## src/rtl/irqc_pkg.sv

```systemverilog
package irqc_pkg;
  // Which source a call serves.
  typedef enum logic [1:0] {
    SRC_NONE = 2'd0,
    SRC_EXT  = 2'd1,
    SRC_TMR  = 2'd2
  } irq_src_e;
endpackage

```

## src/rtl/irqc_enable.sv

```systemverilog
// One enable flip-flop. The clear command wins over the set command.
module irqc_enable (
  input  logic clk,
  input  logic rst_n,
  input  logic set_i,
  input  logic clr_i,
  output logic en_o
);
  logic en_q, en_d, en_ce;

  always_comb begin
    en_ce = set_i | clr_i;
    en_d  = set_i & ~clr_i;
  end

  always_ff @(posedge clk or negedge rst_n) begin
    if (!rst_n)     en_q <= 1'b0;
    else if (en_ce) en_q <= en_d;
  end

  assign en_o = en_q;

  assert_clr_wins_R10: assert property (@(posedge clk) disable iff (!rst_n)
    clr_i |=> !en_o);
  assert_set_takes_R10: assert property (@(posedge clk) disable iff (!rst_n)
    (set_i && !clr_i) |=> en_o);
endmodule

```

## src/rtl/irqc_tmr_latch.sv

```systemverilog
// Holds a timer overflow until its call is issued or the timer is disabled.
module irqc_tmr_latch (
  input  logic clk,
  input  logic rst_n,
  input  logic ovf_i,
  input  logic en_i,
  input  logic dis_i,
  input  logic taken_i,
  output logic pend_o
);
  logic pend_q, pend_d;

  always_comb begin
    pend_d = (pend_q & ~taken_i & ~dis_i) | (ovf_i & en_i & ~dis_i);
  end

  always_ff @(posedge clk or negedge rst_n) begin
    if (!rst_n) pend_q <= 1'b0;
    else        pend_q <= pend_d;
  end

  assign pend_o = pend_q;

  // A pending request only exists while the timer source is enabled.
  assert_pend_needs_en_R7: assert property (@(posedge clk) disable iff (!rst_n)
    pend_o |-> en_i);
  assert_taken_clears_R3: assert property (@(posedge clk) disable iff (!rst_n)
    (taken_i && !ovf_i) |=> !pend_o);
  assert_dis_clears_R7: assert property (@(posedge clk) disable iff (!rst_n)
    dis_i |=> !pend_o);
endmodule

```

## src/rtl/irqc_arbiter.sv

```systemverilog
// Samples requests at a boundary, picks the winning source, issues the call
// and holds the single in-service mask.
module irqc_arbiter #(
  parameter int unsigned VEC_W   = 12,
  parameter int unsigned EXT_VEC = 3,
  parameter int unsigned TMR_VEC = 7
) (
  input  logic             clk,
  input  logic             rst_n,
  input  logic             bound_i,
  input  logic             ext_req_i,
  input  logic             tmr_req_i,
  input  logic             ret_exec_i,
  input  logic             ret_cyc2_i,
  output logic             call_o,
  output logic [VEC_W-1:0] vec_o,
  output logic             svc_o,
  output logic             tmr_taken_o
);
  import irqc_pkg::*;

  localparam logic [VEC_W-1:0] EXT_ADDR = VEC_W'(EXT_VEC);
  localparam logic [VEC_W-1:0] TMR_ADDR = VEC_W'(TMR_VEC);

  logic             svc_q, svc_d;
  logic             call_q, call_d;
  logic [VEC_W-1:0] vec_q, vec_d;
  logic             take, release_svc;
  irq_src_e         pick;

  always_comb begin
    take        = bound_i & ~svc_q & (ext_req_i | tmr_req_i);
    release_svc = ret_exec_i & ret_cyc2_i;
    if (!take)          pick = SRC_NONE;
    else if (ext_req_i) pick = SRC_EXT;
    else                pick = SRC_TMR;
    svc_d  = take | (svc_q & ~release_svc);
    call_d = take;
    unique case (pick)
      SRC_EXT: vec_d = EXT_ADDR;
      SRC_TMR: vec_d = TMR_ADDR;
      default: vec_d = '0;
    endcase
  end

  always_ff @(posedge clk or negedge rst_n) begin
    if (!rst_n) begin
      svc_q  <= 1'b0;
      call_q <= 1'b0;
      vec_q  <= '0;
    end else begin
      svc_q  <= svc_d;
      call_q <= call_d;
      vec_q  <= vec_d;
    end
  end

  assign call_o      = call_q;
  assign vec_o       = vec_q;
  assign svc_o       = svc_q;
  assign tmr_taken_o = (pick == SRC_TMR);

  assert_masked_R5: assert property (@(posedge clk) disable iff (!rst_n)
    svc_o |=> !call_o);
  assert_first_cycle_holds_R5: assert property (@(posedge clk) disable iff (!rst_n)
    (svc_o && !(ret_exec_i && ret_cyc2_i) && !call_o) |=> svc_o);
  assert_needs_bound_R8: assert property (@(posedge clk) disable iff (!rst_n)
    call_o |-> $past(bound_i));
  assert_one_cycle_R11: assert property (@(posedge clk) disable iff (!rst_n)
    call_o |=> !call_o);
  assert_vec_idle_R11: assert property (@(posedge clk) disable iff (!rst_n)
    !call_o |-> (vec_o == '0));
  assert_ext_wins_R4: assert property (@(posedge clk) disable iff (!rst_n)
    (bound_i && !svc_o && ext_req_i && tmr_req_i) |=> (call_o && vec_o == EXT_ADDR));
  assert_tmr_vec_R3: assert property (@(posedge clk) disable iff (!rst_n)
    (bound_i && !svc_o && !ext_req_i && tmr_req_i) |=> (call_o && vec_o == TMR_ADDR));
endmodule

```

## src/rtl/irqc_top.sv

```systemverilog
module irqc_top #(
  parameter int unsigned VEC_W   = 12,
  parameter int unsigned EXT_VEC = 3,
  parameter int unsigned TMR_VEC = 7
) (
  input  logic             clk,
  input  logic             rst_n,
  input  logic             ext_irq_n,
  input  logic             tmr_ovf,
  input  logic             cmd_ext_en,
  input  logic             cmd_ext_dis,
  input  logic             cmd_tmr_en,
  input  logic             cmd_tmr_dis,
  input  logic             ret_exec,
  input  logic             ret_cyc2,
  input  logic             insn_bound,
  output logic             call_req,
  output logic [VEC_W-1:0] call_vec,
  output logic             in_service,
  output logic             pin_test
);
  // Reset: asserted asynchronously, released on a clock edge.
  logic rst_meta_q, rst_sync_n;
  always_ff @(posedge clk or negedge rst_n) begin
    if (!rst_n) begin
      rst_meta_q <= 1'b0;
      rst_sync_n <= 1'b0;
    end else begin
      rst_meta_q <= 1'b1;
      rst_sync_n <= rst_meta_q;
    end
  end

  logic ext_en, tmr_en, tmr_pend, tmr_taken, ext_req;

  irqc_enable u_ext_en (
    .clk(clk), .rst_n(rst_sync_n),
    .set_i(cmd_ext_en), .clr_i(cmd_ext_dis), .en_o(ext_en)
  );

  irqc_enable u_tmr_en (
    .clk(clk), .rst_n(rst_sync_n),
    .set_i(cmd_tmr_en), .clr_i(cmd_tmr_dis), .en_o(tmr_en)
  );

  irqc_tmr_latch u_tmr_latch (
    .clk(clk), .rst_n(rst_sync_n),
    .ovf_i(tmr_ovf), .en_i(tmr_en), .dis_i(cmd_tmr_dis),
    .taken_i(tmr_taken), .pend_o(tmr_pend)
  );

  assign ext_req = ext_en & ~ext_irq_n;

  irqc_arbiter #(
    .VEC_W(VEC_W), .EXT_VEC(EXT_VEC), .TMR_VEC(TMR_VEC)
  ) u_arbiter (
    .clk(clk), .rst_n(rst_sync_n),
    .bound_i(insn_bound), .ext_req_i(ext_req), .tmr_req_i(tmr_pend),
    .ret_exec_i(ret_exec), .ret_cyc2_i(ret_cyc2),
    .call_o(call_req), .vec_o(call_vec), .svc_o(in_service),
    .tmr_taken_o(tmr_taken)
  );

  assign pin_test = ext_irq_n;

  assert_pin_R9: assert property (@(posedge clk) disable iff (!rst_sync_n)
    pin_test == ext_irq_n);
  assert_reset_quiet_R1: assert property (@(posedge clk)
    !rst_sync_n |-> (!call_req && !in_service));
endmodule

```

## config.mk

```make
export PLATFORM = sky130hd
export DESIGN_NAME = irqc_top
export DESIGN_NICKNAME = d
export VERILOG_FILES = /design/src/rtl/irqc_pkg.sv /design/src/rtl/irqc_enable.sv /design/src/rtl/irqc_tmr_latch.sv /design/src/rtl/irqc_arbiter.sv /design/src/rtl/irqc_top.sv
export SDC_FILE = /design/constraint.sdc
export NUM_CORES = 1
export LEC_CHECK = 0
export ABC_AREA = 1
export CAP_MARGIN = 30
export CORE_AREA = 2 2 39 41
export DETAILED_ROUTE_END_ITERATION = 8
export DIE_AREA = 0 0 41 43
export DONT_BUFFER_PORTS = 1
export GPL_TIMING_DRIVEN = 0
export HOLD_SLACK_MARGIN = 0.08
export SYNTH_ARGS = -nofsm -noshare
export SYNTH_HDL_FRONTEND = slang
export SYNTH_HIERARCHICAL = 1
export SYNTH_SLANG_ARGS = --single-unit
```

## constraint.sdc

```tcl
create_clock -name clk -period 1.7 [get_ports clk]
set_clock_uncertainty 0.15 [all_clocks]
set_input_delay 0.17 -clock clk [delete_from_list [all_inputs] [get_ports clk]]
set_output_delay 0.17 -clock clk [all_outputs]
set_load 0.01 [all_outputs]
```

==> reports/qor.yml, run 1 <==
grt_pass1_wl_um: 1150
end_kind: "flop"
cp.arrival_ns: 1.54
grt_antenna_before_repair: 0
p_sw_share_pct: 25.8
grt_pass1_vias: 301
clockBufferDepth: 2
r2r-start: "u_arbiter/svc_o"
worstPathCellList: "inv_1 -> nand2_1 -> nor3_2 -> dlygate4sd3_1"
path_clk_slew_ns: 0.06
hold_ws_ns: 0.199
ys_warn_count: 6
grt_max_degree: 8
power.share.clock_pct: 32.5
internal-power_w: 0.000370
clock-sinks: 9
cts_tree: "built"
start_util_pct: 30.7
peakVddDrop_uv: 511
worstSetupPathType: "reg2reg"
syn2layout_area_growth_pct: 48.5
hold_path_class: "reg2reg"
core_mm2: 0.00138
drt_iter0_drc: 2
pwr-share-seq_pct: 49.9
yosysSeqAreaShare_pct: 52.9
fp.dieH_um: 43
ant_nets: 0
worstPathRequired_ns: 1.75
finalMaxSlewViolations: 0
yosysTopAreaCell: "dfrtp_1"
crit_start: "u_arbiter/svc_o"
vias: 314
io_buffers: 0
drive_gt1_share_pct: 26.4
final_nets: 84
p_comb_share_pct: 17.6
powerDensity_mw_per_mm2: 789
slowest_delay_ns: 0.56
h-tree-depth: 1
rsz0062_at_grt: "false"
startpoint_type: "flop"
die_area_mm2: 0.00176
routedWlPerCell_um: 8.08
cts_setup_buffers: 0
finalCritPeriodShare_pct: 87.6
hold_buffers: 13
core.rowCount: 14
p_leak_nw: 0.360
grt_use_total_pct: 10.5
synth_cell_types: 11
syn_area_um2: 425
synth-seq-cells: 9
io_pins: 26
dpl.hpwl_um: 473
status: "finished, final reports clean"
clk-insertion-delay-late_ns: 0.26
yosysTopAreaCellShare_pct: 52.9
n_antenna_cell: 0
cpMaxStageDelayCell: "dlygate4sd3_1"
worstHoldStart: "rst_meta_q"
max_cap_viol_count: 0
switching_power_w: 0.000128
gr-total-overflow: 0
netlist_top_cells_area: "dfrtp_1 53%, buf_4 19%, inv_1 7.1%"
via_per_inst: 3.57
ctsResizeCount: 0
finalSetupViolations: 0
hold_violations: 0
place_congestion: 0.619
fmax_mhz: 672
drc: 0
period_minus_slack_ns: 1.49
syn_area_per_cell_um2: 9.05
dr.pass1.iters: 4
setup_tns_ns: 0
crit_fanout: 4
root_buffer: "clkbuf_4"
routed_wl_um: 711
netlist_instances: 47
cts_buffers: 3
chipWidth_um: 41
-- state kept, by name (all words and copies together), names as in the netlist --
register and count:
u_arbiter/vec_o 2, rst_meta_q 1, rst_sync_n 1, u_arbiter/call_o 1, u_arbiter/svc_o 1, u_ext_en/en_o 1
u_tmr_en/en_o 1, u_tmr_latch/pend_o 1
-- cells in the final DEF, fill, tap and decap left out, types with 2 or more instances in the layout --
cell type      count
dlygate4sd3_1     13
clkbuf_4           3
nand3_1            2
nor2_2             2
conb_1            10
inv_1              8
nor2_1             4
dfrtp_1            9
nand2_1            6
buf_4             11
-- per-layer routing --
layer	global-route usage [%]	part of all wire, %	up-vias
met1	8.67	35	128
li1	-	-	164
met2	18.1	51	22
met5	0	0	-
met3	8.38	14	0
met4	2.00	0	0
-- worst paths after layout --
path                                      end  slack (ns)  cells after the start
hold / removal                     rst_sync_n        0.20                      0
setup / recovery           u_arbiter/vec_o[2]        0.21                      4
hold reg to reg                    rst_sync_n        0.20                      0
setup reg to reg           u_arbiter/vec_o[2]        0.21                      4
min in group asynchronous  u_arbiter/vec_o[2]        0.51                      1
max in group asynchronous  u_tmr_latch/pend_o        0.64                      1
-- cell type report --
type	instances	area, um^2
Inverter	9	33.8
Buffer	11	82.6
Sequential cell	9	225
Clock buffer	4	26.3
Fill cell	148	752
Tap cell	16	20.0
Multi-Input combinational cell	26	114
Timing Repair Buffer	13	130
-- per-stage QoR --
step           util, %  total power [W]  instances  instance area [um^2]  setup slack [ns]
2_1_floorplan        -         0.000307         55                   455             0.630
3_3_place_gp      34.4         0.000312         71                   475             0.569
3_5_place_dp      34.4         0.000315         71                   475             0.546
4_1_cts           45.7         0.000506         88                   632             0.207
5_1_grt           45.7         0.000534         88                   632            0.0970
6_report          45.7         0.000499         88                   632             0.211
-- critical path: cells and delay by family (launching register included) --
| kind | cells | cell delay, ns |
|---|---|---|
| simple gates | 2 | 0.19 |
| buf+inv | 2 | 0.64 |
| flops | 1 | 0.45 |
-- power by group through the flow --
stage	clock network [W]	logic [W]	registers (W)
detailed placement	0	0.0000586	0.000256
global route	0.000182	0.0000999	0.000252
finish	0.000162	0.0000879	0.000249
CTS	0.000169	0.0000876	0.000249
floorplan	0	0.0000551	0.000252
global placement	0	0.0000574	0.000255
-- cell usage after synthesis --
| cell type | number |
|---|---|
| buf_4 | 11 |
| conb_1 | 2 |
| dfrtp_1 | 9 |
| inv_1 | 8 |
| inv_2 | 1 |
| nand2_1 | 6 |
| nand2_2 | 1 |
| nand3_1 | 2 |
| nor2_1 | 4 |
| nor2_2 | 2 |
| nor3_2 | 1 |
-- cells by family after synthesis --
group | synth area share [%]
simple gates | 17.9
buf+inv | 27.4
other cells | 1.77
flops | 52.9
(Power assumes the default switching activity.)
==> inputs of run 2 (changes only) <==
--- a/config.mk
+++ b/config.mk
@@ -7,9 +7,9 @@
 export LEC_CHECK = 0
 export ABC_AREA = 1
 export CAP_MARGIN = 30
-export CORE_AREA = 2 2 39 41
+export CORE_AREA = 3 3 40 42
 export DETAILED_ROUTE_END_ITERATION = 8
-export DIE_AREA = 0 0 41 43
+export DIE_AREA = 0 0 43 45
 export DONT_BUFFER_PORTS = 1
 export GPL_TIMING_DRIVEN = 0
 export HOLD_SLACK_MARGIN = 0.08
==> run 2 against run 1 <==
  * Design area down 0.20%
  * Sequential cell count unchanged
  * Critical path depth unchanged
  * Utilization up 3.4 points
==> reports/qor.yml, run 2 (synthesis gave the netlist of run 1 again) <==
status: "finished, final reports clean"
multi_input_area_um2: 114
crit_fanout: 4
peakVddDrop_uv: 484
finalSetupViolations: 0
cts_tree: "built"
fillers: 135
cp.arrival_ns: 1.53
io_pins: 26
setup_tns_ns: 0
hold_path_class: "reg2reg"
die_area_mm2: 0.00194
critPathTopFamily: "buffers and inverters"
powerDensity_mw_per_mm2: 788
fmax_mhz: 675
rrSetupSlack_ns: 0.22
start_util_pct: 33.1
dr.pass1.iters: 2
dpl.hpwl_um: 522
drive_gt1_share_pct: 26.4
startpoint_type: "flop"
cpMaxStageDelayCell: "dlygate4sd3_1"
path_clk_slew_ns: 0.06
grt_use_total_pct: 9.40
p_sw_share_pct: 25.5
io_buffers: 0
slowest_delay_ns: 0.57
period_minus_slack_ns: 1.48
fin_ws_ns: 0.218
power.share.clock_pct: 32.4
routed_wl_um: 736
n_antenna_cell: 0
final_cell_mix: "13 x dlygate4sd3_1, 11 x buf_4, 10 x conb_1, 9 x dfrtp_1, 8 x inv_1"
r2r-start: "u_arbiter/svc_o"
place_ws_ns: 0.552
via_per_inst: 3.64
cp_num_buf_inv: 2
pwr-share-seq_pct: 50.0
chipWidth_um: 43
place_congestion: 0.666
final_common_cell: "dlygate4sd3_1"
end_kind: "flop"
core_mm2: 0.00128
finalMaxSlewViolations: 0
switching_power_w: 0.000127
worstPathRequired_ns: 1.74
grt_antenna_before_repair: 0
worstPathCellList: "inv_1 -> nand2_1 -> nor3_2 -> dlygate4sd3_1"
internal-power_w: 0.000370
p_comb_share_pct: 17.6
grt_pass1_wl_um: 1260
worstSetupPathType: "reg2reg"
max_cap_viol_count: 0
drc: 0
cts_buffers: 3
root_buffer: "clkbuf_4"
fp.dieH_um: 45
vias: 317
hold_buffers: 13
ctsResizeCount: 0
core.rowCount: 13
crit_start: "u_arbiter/svc_o"
cts_setup_buffers: 0
finalInstanceArea_um2: 631
final_nets: 84
syn2layout_area_growth_pct: 48.2
grt_max_degree: 8
largest_register_ff_count: 2
clk-insertion-delay-late_ns: 0.25
drt_iter0_drc: 2
regArea_um2: 225
rsz0062_at_grt: "false"
finalCritPeriodShare_pct: 87.2
grt_pass1_vias: 292
p_leak_nw: 0.360
gr-total-overflow: 0
h-tree-depth: 1
clockBufferDepth: 2
hold_violations: 0
routedWlPerCell_um: 8.46
placement.cell_area_um2: 474
ant_nets: 0
clock-sinks: 9
worstHoldStart: "rst_meta_q"
==> run 2: area by class of cell <==
| cell class | count | area share (%) |
|---|---|---|
| buffer | 11 | 13.1 |
| tap | 15 | 2.98 |
| multi-input combinational | 26 | 18.1 |
| sequential | 9 | 35.7 |
| timing repair buffer | 13 | 20.6 |
| inverter | 9 | 5.36 |
| clock buffer | 4 | 4.17 |
==> run 2: power groups by stage <==
stage                     Combinational (W)  Clock [W]  Sequential (W)
final                             0.0000875   0.000161        0.000249
after global routing               0.000100   0.000190        0.000251
after CTS                         0.0000874   0.000166        0.000249
after detailed placement          0.0000585          0        0.000256
after global placement            0.0000573          0        0.000255
after floorplan                   0.0000551          0        0.000252
==> run 2: worst register-to-register path: cells and delay by family, from the launching register on <==
| kind | cells | cell delay (ns) |
|---|---|---|
| flops | 1 | 0.45 |
| buf+inv | 2 | 0.65 |
| simple gates | 2 | 0.18 |
==> run 2: through the flow <==
stage	hold slack, ns	power, W	instances	utilization, %
2_1_floorplan	-0.276	0.000307	55	-
3_3_place_gp	-0.276	0.000312	70	36.9
3_5_place_dp	-0.276	0.000315	70	36.9
4_1_cts	0.202	0.000502	87	49.1
5_1_grt	0.216	0.000541	87	49.1
6_report	0.205	0.000497	87	49.1
==> run 2: final timing paths <==
check | cells after the start | to
worst min register to register | 0 | rst_sync_n
worst min-delay path | 0 | rst_sync_n
worst max-delay path | 4 | u_arbiter/vec_o[2]
max in group asynchronous | 1 | u_ext_en/en_o
worst max register to register | 4 | u_arbiter/vec_o[2]
min in group asynchronous | 2 | rst_meta_q
==> run 2: metal layers <==
| layer | wire length, um | GRT usage [%] | vias up |
|---|---|---|---|
| met5 | 0 | 0 | - |
| met4 | 0 | 1.81 | 0 |
| met3 | 119 | 7.57 | 0 |
| met2 | 383 | 16.2 | 21 |
| met1 | 234 | 8.87 | 134 |
| li1 | - | - | 162 |
==> inputs of run 3 (changes only) <==
--- a/config.mk
+++ b/config.mk
@@ -6,13 +6,14 @@
 export NUM_CORES = 1
 export LEC_CHECK = 0
 export ABC_AREA = 1
-export CAP_MARGIN = 30
+export CAP_MARGIN = 40
 export CORE_AREA = 3 3 40 42
 export DETAILED_ROUTE_END_ITERATION = 8
 export DIE_AREA = 0 0 43 45
 export DONT_BUFFER_PORTS = 1
 export GPL_TIMING_DRIVEN = 0
 export HOLD_SLACK_MARGIN = 0.08
+export RECOVER_POWER = 25
 export SYNTH_ARGS = -nofsm -noshare
 export SYNTH_HDL_FRONTEND = slang
 export SYNTH_HIERARCHICAL = 1
==> run 3 against run 2 <==
  * Design area fell by 0.60%
  * Total power fell by 0.20%
  * Sequential power hardly changed
  * Register-to-register slack about the same
  * First-iteration DRC count stayed put
  * Worst hold slack did not move
  * Global-route usage unchanged
  * Critical path depth unchanged
  * Non-clock buffer count stayed put
  * Clock power is essentially flat
  * Maximum frequency is the same
  * Largest power group unchanged
==> reports/qor.yml, run 3 (synthesis gave the netlist of run 1 again) <==
clk-insertion-delay-late_ns: 0.25
drt_iter0_drc: 2
worstPathRequired_ns: 1.74
hold_violations: 0
startpoint_type: "flop"
die_area_mm2: 0.00194
h-tree-depth: 1
r2r.worst_path.cells: 4
cts_setup_buffers: 0
peakVddDrop_uv: 484
multi_input_area_um2: 114
rsz0062_at_grt: "false"
ant_nets: 0
grt_pass1_wl_um: 1260
grt_max_degree: 8
max_cap_viol_count: 0
clock-sinks: 9
grt_pass1_vias: 292
dpl.hpwl_um: 522
final_common_cell: "dlygate4sd3_1"
vias: 317
drive_gt1_share_pct: 25.0
dr.pass1.iters: 2
final_nets: 84
finalCritPeriodShare_pct: 87.2
p_leak_nw: 0.356
root_buffer: "clkbuf_4"
path_clk_slew_ns: 0.06
cts_tree: "built"
fp.dieH_um: 45
fmax_mhz: 675
chipWidth_um: 43
end_kind: "flop"
clockBufferDepth: 2
cts_buffers: 3
start_util_pct: 33.1
via_per_inst: 3.64
gr-total-overflow: 0
routedWlPerCell_um: 8.47
fin_cells: 87
hold_path_class: "reg2reg"
fillers: 136
io_buffers: 0
grt_antenna_before_repair: 0
crit_fanout: 4
place_congestion: 0.666
finalMaxSlewViolations: 0
syn2layout_area_growth_pct: 47.4
worstSetupPathType: "reg2reg"
dp_cells: 70
status: "finished, final reports clean"
final_cell_mix: "13 x dlygate4sd3_1, 10 x conb_1, 10 x buf_4, 9 x dfrtp_1, 8 x inv_1"
n_antenna_cell: 0
powerDensity_mw_per_mm2: 791
routed_wl_um: 737
setup_tns_ns: 0
min_path_cells: 0
drc: 0
regArea_um2: 225
hold_ws_ns: 0.205
cp.arrival_ns: 1.53
period_minus_slack_ns: 1.48
io_pins: 26
core_mm2: 0.00128
core.rowCount: 13
largest_register_ff_count: 2
finalSetupViolations: 0
grt_use_total_pct: 9.40
[run 3: cell count changes in the layout (fill, tap and decap cells not counted), sizes merged]
| cell | previous run | this run |
|---|---|---|
| clkbuf | 4 | 5 |
| buf | 11 | 10 |
[run 3: worst max-delay path, cell delays in order (launching register included)]
cell and delay [ns]:
dfrtp_1 0.45, inv_1 0.08, nand2_1 0.05, nor3_2 0.13, dlygate4sd3_1 0.57
[run 3: power by group]
part           leakage (nW)  total (W)  switching [W]  internal [W]
combinational         0.226  0.0000866      0.0000388     0.0000478
clock                0.0150   0.000161      0.0000707     0.0000902
sequential            0.115   0.000249      0.0000173      0.000231
[run 3: routing by layer]
metal  vias up  track usage [%]  share of wire [%]
li1        162                -                  -
met1       134             8.87                 32
met2        21             16.2                 52
met3         0             7.57                 16
met4         0             1.81                  0
met5         -                0                  0
[run 3: cell type report]
type	instances	area share, %
clock buffers	4	4.19
repair buffers	13	20.8
multi-input cells	26	18.2
inverters	9	5.39
plain buffers	11	12.6
well taps	15	2.99
flip-flops and latches	9	35.9
[run 3: stage by stage]
| stage | util (%) | setup WS [ns] | total power, W | cell area [um^2] |
|---|---|---|---|---|
| CTS | 49.1 | 0.219 | 0.000502 | 631 |
| global placement | 36.9 | 0.566 | 0.000312 | 474 |
| detailed placement | 36.9 | 0.552 | 0.000315 | 474 |
| floorplan | - | 0.630 | 0.000307 | 455 |
| global route | 48.8 | 0.144 | 0.000540 | 627 |
| finish | 48.8 | 0.218 | 0.000496 | 627 |
[run 3: path summary, 6_finish.rpt]
kind | startpoint | endpoint | slack (ns)
max in group asynchronous | rst_sync_n | u_ext_en/en_o | 0.63
min in group asynchronous | rst_n | rst_meta_q | 0.52
setup / recovery | u_arbiter/svc_o | u_arbiter/vec_o[2] | 0.22
hold reg to reg | rst_meta_q | rst_sync_n | 0.21
setup reg to reg | u_arbiter/svc_o | u_arbiter/vec_o[2] | 0.22
hold / removal | rst_meta_q | rst_sync_n | 0.21
[run 3: repair_timing]
action / in CTS / in global routing
hold endpoints to repair: 16 / 0
resized for setup: 0 / 0
hold buffers: 13 / 0
